[src/rtl/lane_shift_pkg.sv]
package lane_shift_pkg;

    localparam int unsigned WORD_W  = 32;
    localparam int unsigned FLAGS_W = 8;
    localparam int unsigned OVF_BIT = 6;

    typedef enum logic [1:0] {
        LM_BYTE  = 2'b00,
        LM_HALF  = 2'b01,
        LM_WORD  = 2'b10,
        LM_WORD2 = 2'b11
    } lane_mode_e;

    typedef enum logic {
        DIR_LEFT  = 1'b0,
        DIR_RIGHT = 1'b1
    } shift_dir_e;

    typedef struct packed {
        logic [WORD_W-1:0] data;
        logic              ovf;
    } shift_out_t;

    // Largest positive / most negative value of a W-bit signed lane
    function automatic logic [WORD_W-1:0] sat_limit(input int unsigned w, input logic neg);
        logic [WORD_W-1:0] v;
        v = '0;
        for (int i = 0; i < int'(WORD_W); i++) begin
            if (i < int'(w) - 1) v[i] = ~neg;
            else if (i == int'(w) - 1) v[i] = neg;
        end
        return v;
    endfunction

endpackage

[src/rtl/ls_byte_lane.sv]
module ls_byte_lane #(
    parameter int W  = 8,
    localparam int NW = $clog2(W)
) (
    input  logic [W-1:0]  x,
    input  logic [NW-1:0] amt,
    input  logic          dir,
    output logic [W-1:0]  y,
    output logic          ovf
);
    always_comb begin
        ovf = 1'b0;
        if (dir == lane_shift_pkg::DIR_LEFT) begin
            y = x << amt;
            // Any set bit among the top n bits is lost
            for (int j = 1; j < W; j++) begin
                if (j <= int'(amt) && x[W-j]) ovf = 1'b1;
            end
        end else begin
            y = x >> amt;
        end
    end
endmodule

[src/rtl/ls_signed_lane.sv]
module ls_signed_lane #(
    parameter int W  = 16,
    localparam int NW = $clog2(W)
) (
    input  logic [W-1:0]  x,
    input  logic [NW-1:0] amt,
    input  logic          dir,
    input  logic          sat,
    input  logic          rnd,
    output logic [W-1:0]  y,
    output logic          ovf
);
    logic [W-1:0] shl;
    logic [W-1:0] sra;
    logic         lost;
    logic         rbit;
    logic [W-1:0] clamp;

    always_comb begin
        shl  = x << amt;
        sra  = W'($signed(x) >>> amt);
        lost = 1'b0;
        // Bits that pass the sign must all equal the sign
        for (int j = 1; j < W; j++) begin
            if (j <= int'(amt) && (x[W-1-j] != x[W-1])) lost = 1'b1;
        end
        rbit = 1'b0;
        if (amt != '0) rbit = x[amt - 1'b1];
        clamp = x[W-1] ? {1'b1, {(W-1){1'b0}}} : {1'b0, {(W-1){1'b1}}};
        if (dir == lane_shift_pkg::DIR_LEFT) begin
            ovf = lost;
            y   = (sat && lost) ? clamp : shl;
        end else begin
            ovf = 1'b0;
            y   = sra + {{(W-1){1'b0}}, rnd & rbit};
        end
    end
endmodule

[src/rtl/ls_flag_reg.sv]
module ls_flag_reg #(
    parameter int FLAG_W = 8,
    parameter int IDX    = 6
) (
    input  logic              clk,
    input  logic              rst,
    input  logic              clear,
    input  logic              set,
    output logic [FLAG_W-1:0] flags
);
    always_ff @(posedge clk) begin
        if (rst) begin
            flags <= '0;
        end else begin
            if (clear) flags <= '0;
            if (set)   flags[IDX] <= 1'b1;
        end
    end
endmodule

[src/rtl/lane_shift_unit.sv]
module lane_shift_unit #(
    parameter int DATA_W  = lane_shift_pkg::WORD_W,
    parameter int FLAG_W  = lane_shift_pkg::FLAGS_W,
    parameter int OVF_IDX = lane_shift_pkg::OVF_BIT,
    localparam int AMT_W  = $clog2(DATA_W)
) (
    input  logic              clk,
    input  logic              rst,
    input  logic              op_valid,
    input  logic [DATA_W-1:0] op_data,
    input  logic [AMT_W-1:0]  op_amount,
    input  logic              op_dir,
    input  logic [1:0]        op_mode,
    input  logic              op_satrnd,
    input  logic              flag_clear,
    output logic [DATA_W-1:0] res_data,
    output logic              res_valid,
    output logic [FLAG_W-1:0] status_flags
);
    import lane_shift_pkg::*;

    localparam int BYTE_W  = DATA_W / 4;
    localparam int HALF_W  = DATA_W / 2;
    localparam int NBYTE   = DATA_W / BYTE_W;
    localparam int NHALF   = DATA_W / HALF_W;
    localparam int BAMT_W  = $clog2(BYTE_W);
    localparam int HAMT_W  = $clog2(HALF_W);

    logic [DATA_W-1:0] byte_y, half_y, word_y;
    logic [NBYTE-1:0]  byte_ovf;
    logic [NHALF-1:0]  half_ovf;
    logic              word_ovf;
    shift_out_t        sel;
    lane_mode_e        mode;

    assign mode = lane_mode_e'(op_mode);

    for (genvar k = 0; k < NBYTE; k++) begin : g_byte
        ls_byte_lane #(.W(BYTE_W)) u_lane (
            .x   (op_data[k*BYTE_W +: BYTE_W]),
            .amt (op_amount[BAMT_W-1:0]),
            .dir (op_dir),
            .y   (byte_y[k*BYTE_W +: BYTE_W]),
            .ovf (byte_ovf[k])
        );
    end

    for (genvar k = 0; k < NHALF; k++) begin : g_half
        ls_signed_lane #(.W(HALF_W)) u_lane (
            .x   (op_data[k*HALF_W +: HALF_W]),
            .amt (op_amount[HAMT_W-1:0]),
            .dir (op_dir),
            .sat (op_satrnd),
            .rnd (op_satrnd),
            .y   (half_y[k*HALF_W +: HALF_W]),
            .ovf (half_ovf[k])
        );
    end

    // Word lane always saturates and always rounds
    ls_signed_lane #(.W(DATA_W)) u_word (
        .x   (op_data),
        .amt (op_amount),
        .dir (op_dir),
        .sat (1'b1),
        .rnd (1'b1),
        .y   (word_y),
        .ovf (word_ovf)
    );

    always_comb begin
        sel = '0;
        case (mode)
            LM_BYTE: begin
                sel.data = byte_y;
                sel.ovf  = |byte_ovf;
            end
            LM_HALF: begin
                sel.data = half_y;
                sel.ovf  = |half_ovf;
            end
            default: begin
                sel.data = word_y;
                sel.ovf  = word_ovf;
            end
        endcase
    end

    always_ff @(posedge clk) begin
        if (rst) begin
            res_data  <= '0;
            res_valid <= 1'b0;
        end else begin
            res_valid <= op_valid;
            if (op_valid) res_data <= sel.data;
        end
    end

    ls_flag_reg #(.FLAG_W(FLAG_W), .IDX(OVF_IDX)) u_flags (
        .clk   (clk),
        .rst   (rst),
        .clear (flag_clear),
        .set   (op_valid & sel.ovf),
        .flags (status_flags)
    );
endmodule


[config.mk]
export PLATFORM = sky130hd
export DESIGN_NAME = lane_shift_unit
export DESIGN_NICKNAME = d
export VERILOG_FILES = /design/src/rtl/lane_shift_pkg.sv /design/src/rtl/ls_byte_lane.sv /design/src/rtl/ls_signed_lane.sv /design/src/rtl/ls_flag_reg.sv /design/src/rtl/lane_shift_unit.sv
export SDC_FILE = /design/constraint.sdc
export NUM_CORES = 1
export LEC_CHECK = 0
export BUFFER_PORTS_ARGS = -buffer_cell sky130_fd_sc_hd__buf_4
export CAP_MARGIN = 20
export CORE_UTILIZATION = 35
export CTS_BUF_LIST = sky130_fd_sc_hd__clkbuf_2 sky130_fd_sc_hd__clkbuf_4 sky130_fd_sc_hd__clkbuf_8
export CTS_CLUSTER_DIAMETER = 100
export DETAILED_ROUTE_END_ITERATION = 7
export HOLD_SLACK_MARGIN = 0.03
export SLEW_MARGIN = 20
export SYNTH_ARGS = -nofsm -noshare
export SYNTH_HDL_FRONTEND = slang
export SYNTH_SLANG_ARGS = --single-unit
[constraint.sdc]
create_clock -name clk -period 5.8 [get_ports clk]
set_input_delay 0.58 -clock clk [delete_from_list [all_inputs] [get_ports clk]]
set_output_delay 0.58 -clock clk [all_outputs]
set_load 0.05 [all_outputs]
## Word level (Yosys, flattened, before mapping)

Cells that the tools add are included.

- Bitwise logic cells: 3
- Equality and inequality tests: 47
- Reductions and logical operators: 97
- Add/sub/neg operators: 5
- Shift operators: 14
- Mux-type cells: 121
- $lt $le $gt $ge: 55

Operator list:

| kind | count |
|---|---|
| 2-to-1 mux 1 bit | 103 |
| 2-to-1 mux 16 bit | 6 |
| 2-to-1 mux 32 bit | 3 |
| logical AND 1 bit | 91 |
| <= comparator 5 bit (first input constant) | 16 |
| case mux 33 bit (2 select lines) | 1 |
| != test 1 bit | 46 |
| <= comparator 4 x 5 -> 1 bit (first input constant) | 8 |
| adder 16 x 1 -> 16 bit | 2 |
| adder 32 x 1 -> 32 bit | 1 |
| <= comparator 4 bit (first input constant) | 8 |
| 2-to-1 mux 8 bit | 4 |
| << shifter 16 x 4 -> 16 bit | 2 |
| << shifter 32 x 5 -> 32 bit | 1 |
| << shifter 8 x 3 -> 8 bit | 4 |
| right shift 8 x 3 -> 8 bit | 4 |
| >>> shifter 16 x 4 -> 16 bit | 2 |
| >>> shifter 32 x 5 -> 32 bit | 1 |
| <= comparator 3 x 5 -> 1 bit (first input constant) | 4 |
| <= comparator 3 x 4 -> 1 bit (first input constant) | 4 |
| <= comparator 3 bit (first input constant) | 4 |
| <= comparator 2 x 5 -> 1 bit (first input constant) | 2 |
| binary-select mux 1 bit (select 4 bit) | 2 |
| <= comparator 2 x 4 -> 1 bit (first input constant) | 2 |
| 18 further kinds | 21 |

- Logic and storage cells: 345
- Output and inout port bits: 41
- Flip-flop bits (word level): 34
- Bits of input ports: 45

## Longest topological paths before layout

- Depth after elaboration: 38
- Mapped depth: 25
- Mapped depth without buffers: 17

## Cells and area by module

From an unflattened synthesis, not the netlist that was laid out.

- Cells, all modules: 2147
- Area, all modules: 16495.8 µm²

By module, submodules not included:

| module | seq. area each (µm²) | area each (µm²) | cells an instance | times used |
|---|---|---|---|---|
| ls_signed_lane (g_half[0].u_lane ...) | 0.0 | 3124.2 | 381 | 2 |
| ls_signed_lane (u_word) | 0.0 | 5924.4 | 811 | 1 |
| ls_byte_lane | 0.0 | 608.1 | 92 | 4 |
| lane_shift_unit | 660.6 | 1795.5 | 194 | 1 |
| ls_flag_reg | 20.0 | 95.1 | 12 | 1 |

## Least setup slack after synthesis

No wires, ideal clock.

- Kind: input -> register
- Start point: input op_amount[0]
- End point: register res_data[13]
- Data required time: 5.720 ns
- Arrival time: 5.560 ns
- Setup time: 0.080 ns
- Cell stages on the path: 23
- Path slack: 0.161 ns
- Path buffers: 6
- Cells stage by stage: buf_4 -> clkinv_1 -> buf_1 -> buf_1 -> clkbuf_1 -> buf_1 -> ha_1 -> buf_1 -> mux4_2 -> mux2i_1 -> nand2_1 -> o21ai_0 -> o22a_1 -> o22ai_1 -> nor2_1 -> a21oi_1 -> ha_1 -> inv_1 -> a2111o_1 -> or4_1 -> xnor2_1 -> a221o_1 -> a211oi_2

- Cells in the longest elaborated chain, start to end: 36
- Elaborated cells between the ends (all ways): 164
- Those cells by class: add/sub: 4; order compare: 46; shift: 6; mux: 58; bitwise: 1; reduce/logical: 49

RTL lines:

| element | RTL line | source |
|---|---|---|
| start, declared | lane_shift_unit.sv:11 | `input logic [AMT_W-1:0] op_amount,` |
| <= comparator 1 x 5 -> 1 bit | ls_signed_lane.sv:25 | `if (j <= int'(amt) && (x[W-1-j] != x[W-1])) lost = 1'b1;` |
| logical AND 1 bit | ls_signed_lane.sv:25 |  |
| 2-to-1 mux 1 bit (31 in a row) | ls_signed_lane.sv:25 |  |
| 2-to-1 mux 32 bit | ls_signed_lane.sv:32 | `y = (sat && lost) ? clamp : shl;` |
| 2-to-1 mux 32 bit | ls_signed_lane.sv:30 | `if (dir == lane_shift_pkg::DIR_LEFT) begin` |
| case mux 33 bit (2 select lines) (*) | lane_shift_unit.sv:73 | `case (mode)` |
| end signal, assigned | lane_shift_unit.sv:95 | `if (op_valid) res_data <= sel.data;` |
| end, declared | lane_shift_unit.sv:16 | `output logic [DATA_W-1:0] res_data,` |

Mark *: on every way between the ends. The rest lies on a longest branch, timed or not. The select of a mux whose other input is x is not followed.
A chain may end at the register's enable or synchronous reset.

## Worst setup path in the final report

- Start point: input op_amount[1]
- End point: register res_data[29]

Same word-level chain as after synthesis.

==> impl_metrics.py <==
metrics = {
    "clock_network": {
        "cts_setup_buffers": 0,
        "cts-hold-fix-buffers": 0,
        "cts_max_level": 2,
        "clkSlewWorstSetupHoldPaths_ns": 0.08,
        "cts_resized": 0,
        "clockBufferDepth": 2,
        "tritoncts": "done",
        "cts_sinks": 34,
        "clock_latency_ns": 0.28,
        "numCtsBuffers": 5,
        "ctsRootBufferMaster": "clkbuf_8",
    },
    "synthesis": {
        "synth_top_area_share_pct": 10.5,
        "syn_inst": 1640,
        "ys_seq_elements": 34,
        "synth_edf_count": 0,
        "ys.flop_type": "dfxtp_1",
        "yosysWarningCount": 0,
        "synth_area_per_cell_sq_um": 7.20,
        "yosys.area.top_type": "mux4_2",
        "async_reset_ff_share_pct": 0,
        "netlist_area_sq_um": 11800,
        "ys_top_cells_by_area": "mux4_2 10%, mux2i_1 7.3%, dfxtp_1 5.8%",
        "ys_seq_area_share_pct": 5.77,
        "netlist-cell-type-count": 103,
    },
    "critical_path": {
        "crit_path_start": "op_amount[1]",
        "critPathSlowestCell": "buf_4",
        "critPathArrivalTime_ns": 5.09,
        "cp-start-kind": "primary input",
        "slowest_delay_ns": 0.70,
        "cp-end-kind": "register",
        "crit_family": "compound AO/OA/AOI/OAI gates",
        "required_ns": 6.02,
        "cp_num_cells": 11,
        "critPathKind": "primary input to register",
        "r2r_start": "res_data[24]",
        "reg2reg_depth": 4,
        "path_buf_inv": 2,
        "crit_fanout": 59,
        "cp_cell_sequence": "buf_6 -> buf_4 -> mux4_1 -> mux2_2 -> a22o_1 -> or3b_2 -> a2111oi_4 -> a21boi_2 -> a31o_2 -> nand3_1 -> a41oi_1",
    },
    "finish": {
        "areaGrowthSynthToFinish_pct": 5.95,
        "layout.nets": 1628,
        "instances_no_fill": 2016,
        "final_common_cell": "nor2_1",
        "fin_util_pct": 38.1,
        "drive_gt1_share_pct": 18.1,
        "final_cell_mix": "158 x nor2_1, 155 x nand2_1, 117 x buf_4",
    },
    "die": {
        "core_sq_um": 32900,
        "dieArea_sq_um": 34500,
        "die_y_microns": 186,
        "rows": 66,
        "fp.dieW_microns": 186,
        "start_util_pct": 35.9,
        "io_pins": 86,
    },
    "place": {
        "dp_cells": 2007,
        "place_congestion": 1.03,
        "pre_cts_slack_ns": 0.753,
        "dp_hpwl_microns": 44500,
        "port_buffers": 78,
    },
    "route": {
        "via_per_inst": 7.18,
        "drcViolationCount": 0,
        "vias": 14472,
        "firstDrtPassIters": 6,
        "postRouteAntennaNets": 0,
        "wire_per_inst_microns": 30.7,
        "first_iter_violations": 2463,
        "finalWirelength_microns": 61800,
    },
    "grt": {
        "grt_pass1_vias": 13462,
        "antenna_found_initial": 0,
        "grt_pass1_wl_microns": 90900,
        "met1_usage_pct": 46.7,
        "grt_util_met3_pct": 8.37,
        "top_usage_layer": "met2",
        "grtUsageMet2_pct": 52.5,
        "grt_usage_pct": 35.4,
        "overflow": 0,
        "grt_max_degree": 99,
    },
    "timing": {
        "max_slew_margin_pct": 24.7,
        "worstMarginPinSlew_ns": 1.13,
        "tns_ns": 0,
        "finClkSkew_ns": 0,
        "setup_viol_count_final": 0,
        "period_needed_ns": 4.87,
        "hold_viol": 0,
        "fin_crit_sh_pct": 84.0,
        "final_max_slew_viol_count": 0,
        "fin_hold_ws_ns": 0.477,
        "worst_slack_ns": 0.926,
        "rsz0062_at_grt": "no",
        "max_freq_ghz": 0.205,
    },
    "hold_path": {
        "min_from": "res_data[0]",
        "worstHoldPathCells": 2,
        "hold_path.class": "register to register",
    },
    "run_status": {
        "status": "complete, no violations",
    },
    "power_and_ir_drop": {
        "pwr-share-clk_pct": 12.9,
        "switching_power_mw": 1.00,
        "p_comb_share_pct": 72.4,
        "ir_drop_v": 0.000112,
        "p_int_mw": 0.828,
        "p_leak_nw": 4.50,
        "switching_share_pct": 54.8,
        "powerDensity_nw_per_um2": 146,
        "seqPwrFrac_pct": 14.7,
    },
    "flow_run": {
        "cap_viol_max_count": 0,
    },
}
[sequential cells by signal (all words and copies together) (netlist names)]
signal / count
res_valid: 1
u_flags.flags: 1
res_data: 32
[routing by layer]
metal	vias to the layer above	wire length (microns)
li1	6132	-
met1	6902	23600
met2	1191	26200
met3	247	7860
met4	0	4170
met5	-	0
[through the flow]
| stage | power, mW | area (sq um) |
|---|---|---|
| finish | 1.83 | 12500 |
| global route | 1.89 | 12500 |
| CTS | 1.77 | 12500 |
| detailed placement | 1.54 | 12400 |
| global placement | 1.54 | 12400 |
| floorplan | 1.14 | 11800 |
[final cells by class]
cell class	count	area, sq um
flip-flops and latches	34	681
repair buffers	122	970
multi-input cells	1385	10100
fillers	3509	20400
clock buffers	7	83.8
inverters	24	90.1
diodes	1	2.50
well taps	442	553
clock inverters	1	30.0
[power groups by stage]
stage	sequential, mW	clock (mW)	combinational, mW
floorplan	0.340	0	0.797
global placement	0.275	0	1.27
detailed placement	0.275	0	1.26
CTS	0.270	0.233	1.27
global route	0.271	0.246	1.38
finish	0.270	0.236	1.33
[cell families after synthesis]
kind of cell | share of synthesized area (%)
AO/OA/AOI/OAI | 33.7
flip-flops | 5.77
multiplexers | 22.9
other | 0.0318
adder cells (fa/ha/maj) | 1.17
buffers and inverters | 8.94
XOR/XNOR | 4.08
AND/OR/NAND/NOR | 23.4
[cells in the mapped netlist, types with 7 or more instances]
cell type,n
a2111oi_0,7
a211o_1,14
a211oi_1,34
a21o_1,12
a21oi_1,115
a221o_1,10
a22oi_1,12
a311oi_1,18
a31oi_1,25
a41oi_1,10
and2_1,16
and3_1,13
buf_1,23
buf_2,33
buf_4,13
buf_6,7
clkbuf_1,123
dfxtp_1,34
ha_1,11
inv_1,21
mux2_2,51
mux2i_1,86
mux4_2,55
nand2_1,155
nand2b_1,18
nand3_1,49
nand4_1,8
nor2_1,158
nor2b_1,14
nor3_1,34
nor4_1,19
o211ai_1,23
o21a_1,18
o21ai_0,92
o21bai_1,15
o221ai_1,17
o22a_1,8
o22ai_1,16
o311a_1,7
o31ai_1,16
or2_2,10
or3_1,16
xnor2_1,36
xor2_1,19
[path summary, 6_finish.rpt]
kind                                     end  slack (ns)
worst max-delay path            res_data[29]        0.93
worst min-delay path             res_data[0]        0.48
worst max register to register  res_data[24]        4.75
worst min register to register   res_data[0]        0.48
[worst register-to-register path: cells and delay by family, from the launching register on]
| family | cells | cell delay, ns |
|---|---|---|
| and+or+nand+nor | 2 | 0.28 |
| AOI/OAI and AO/OA | 2 | 0.28 |
| DFF | 1 | 0.42 |
No activity file was read; power rests on OpenSTA's default activity.
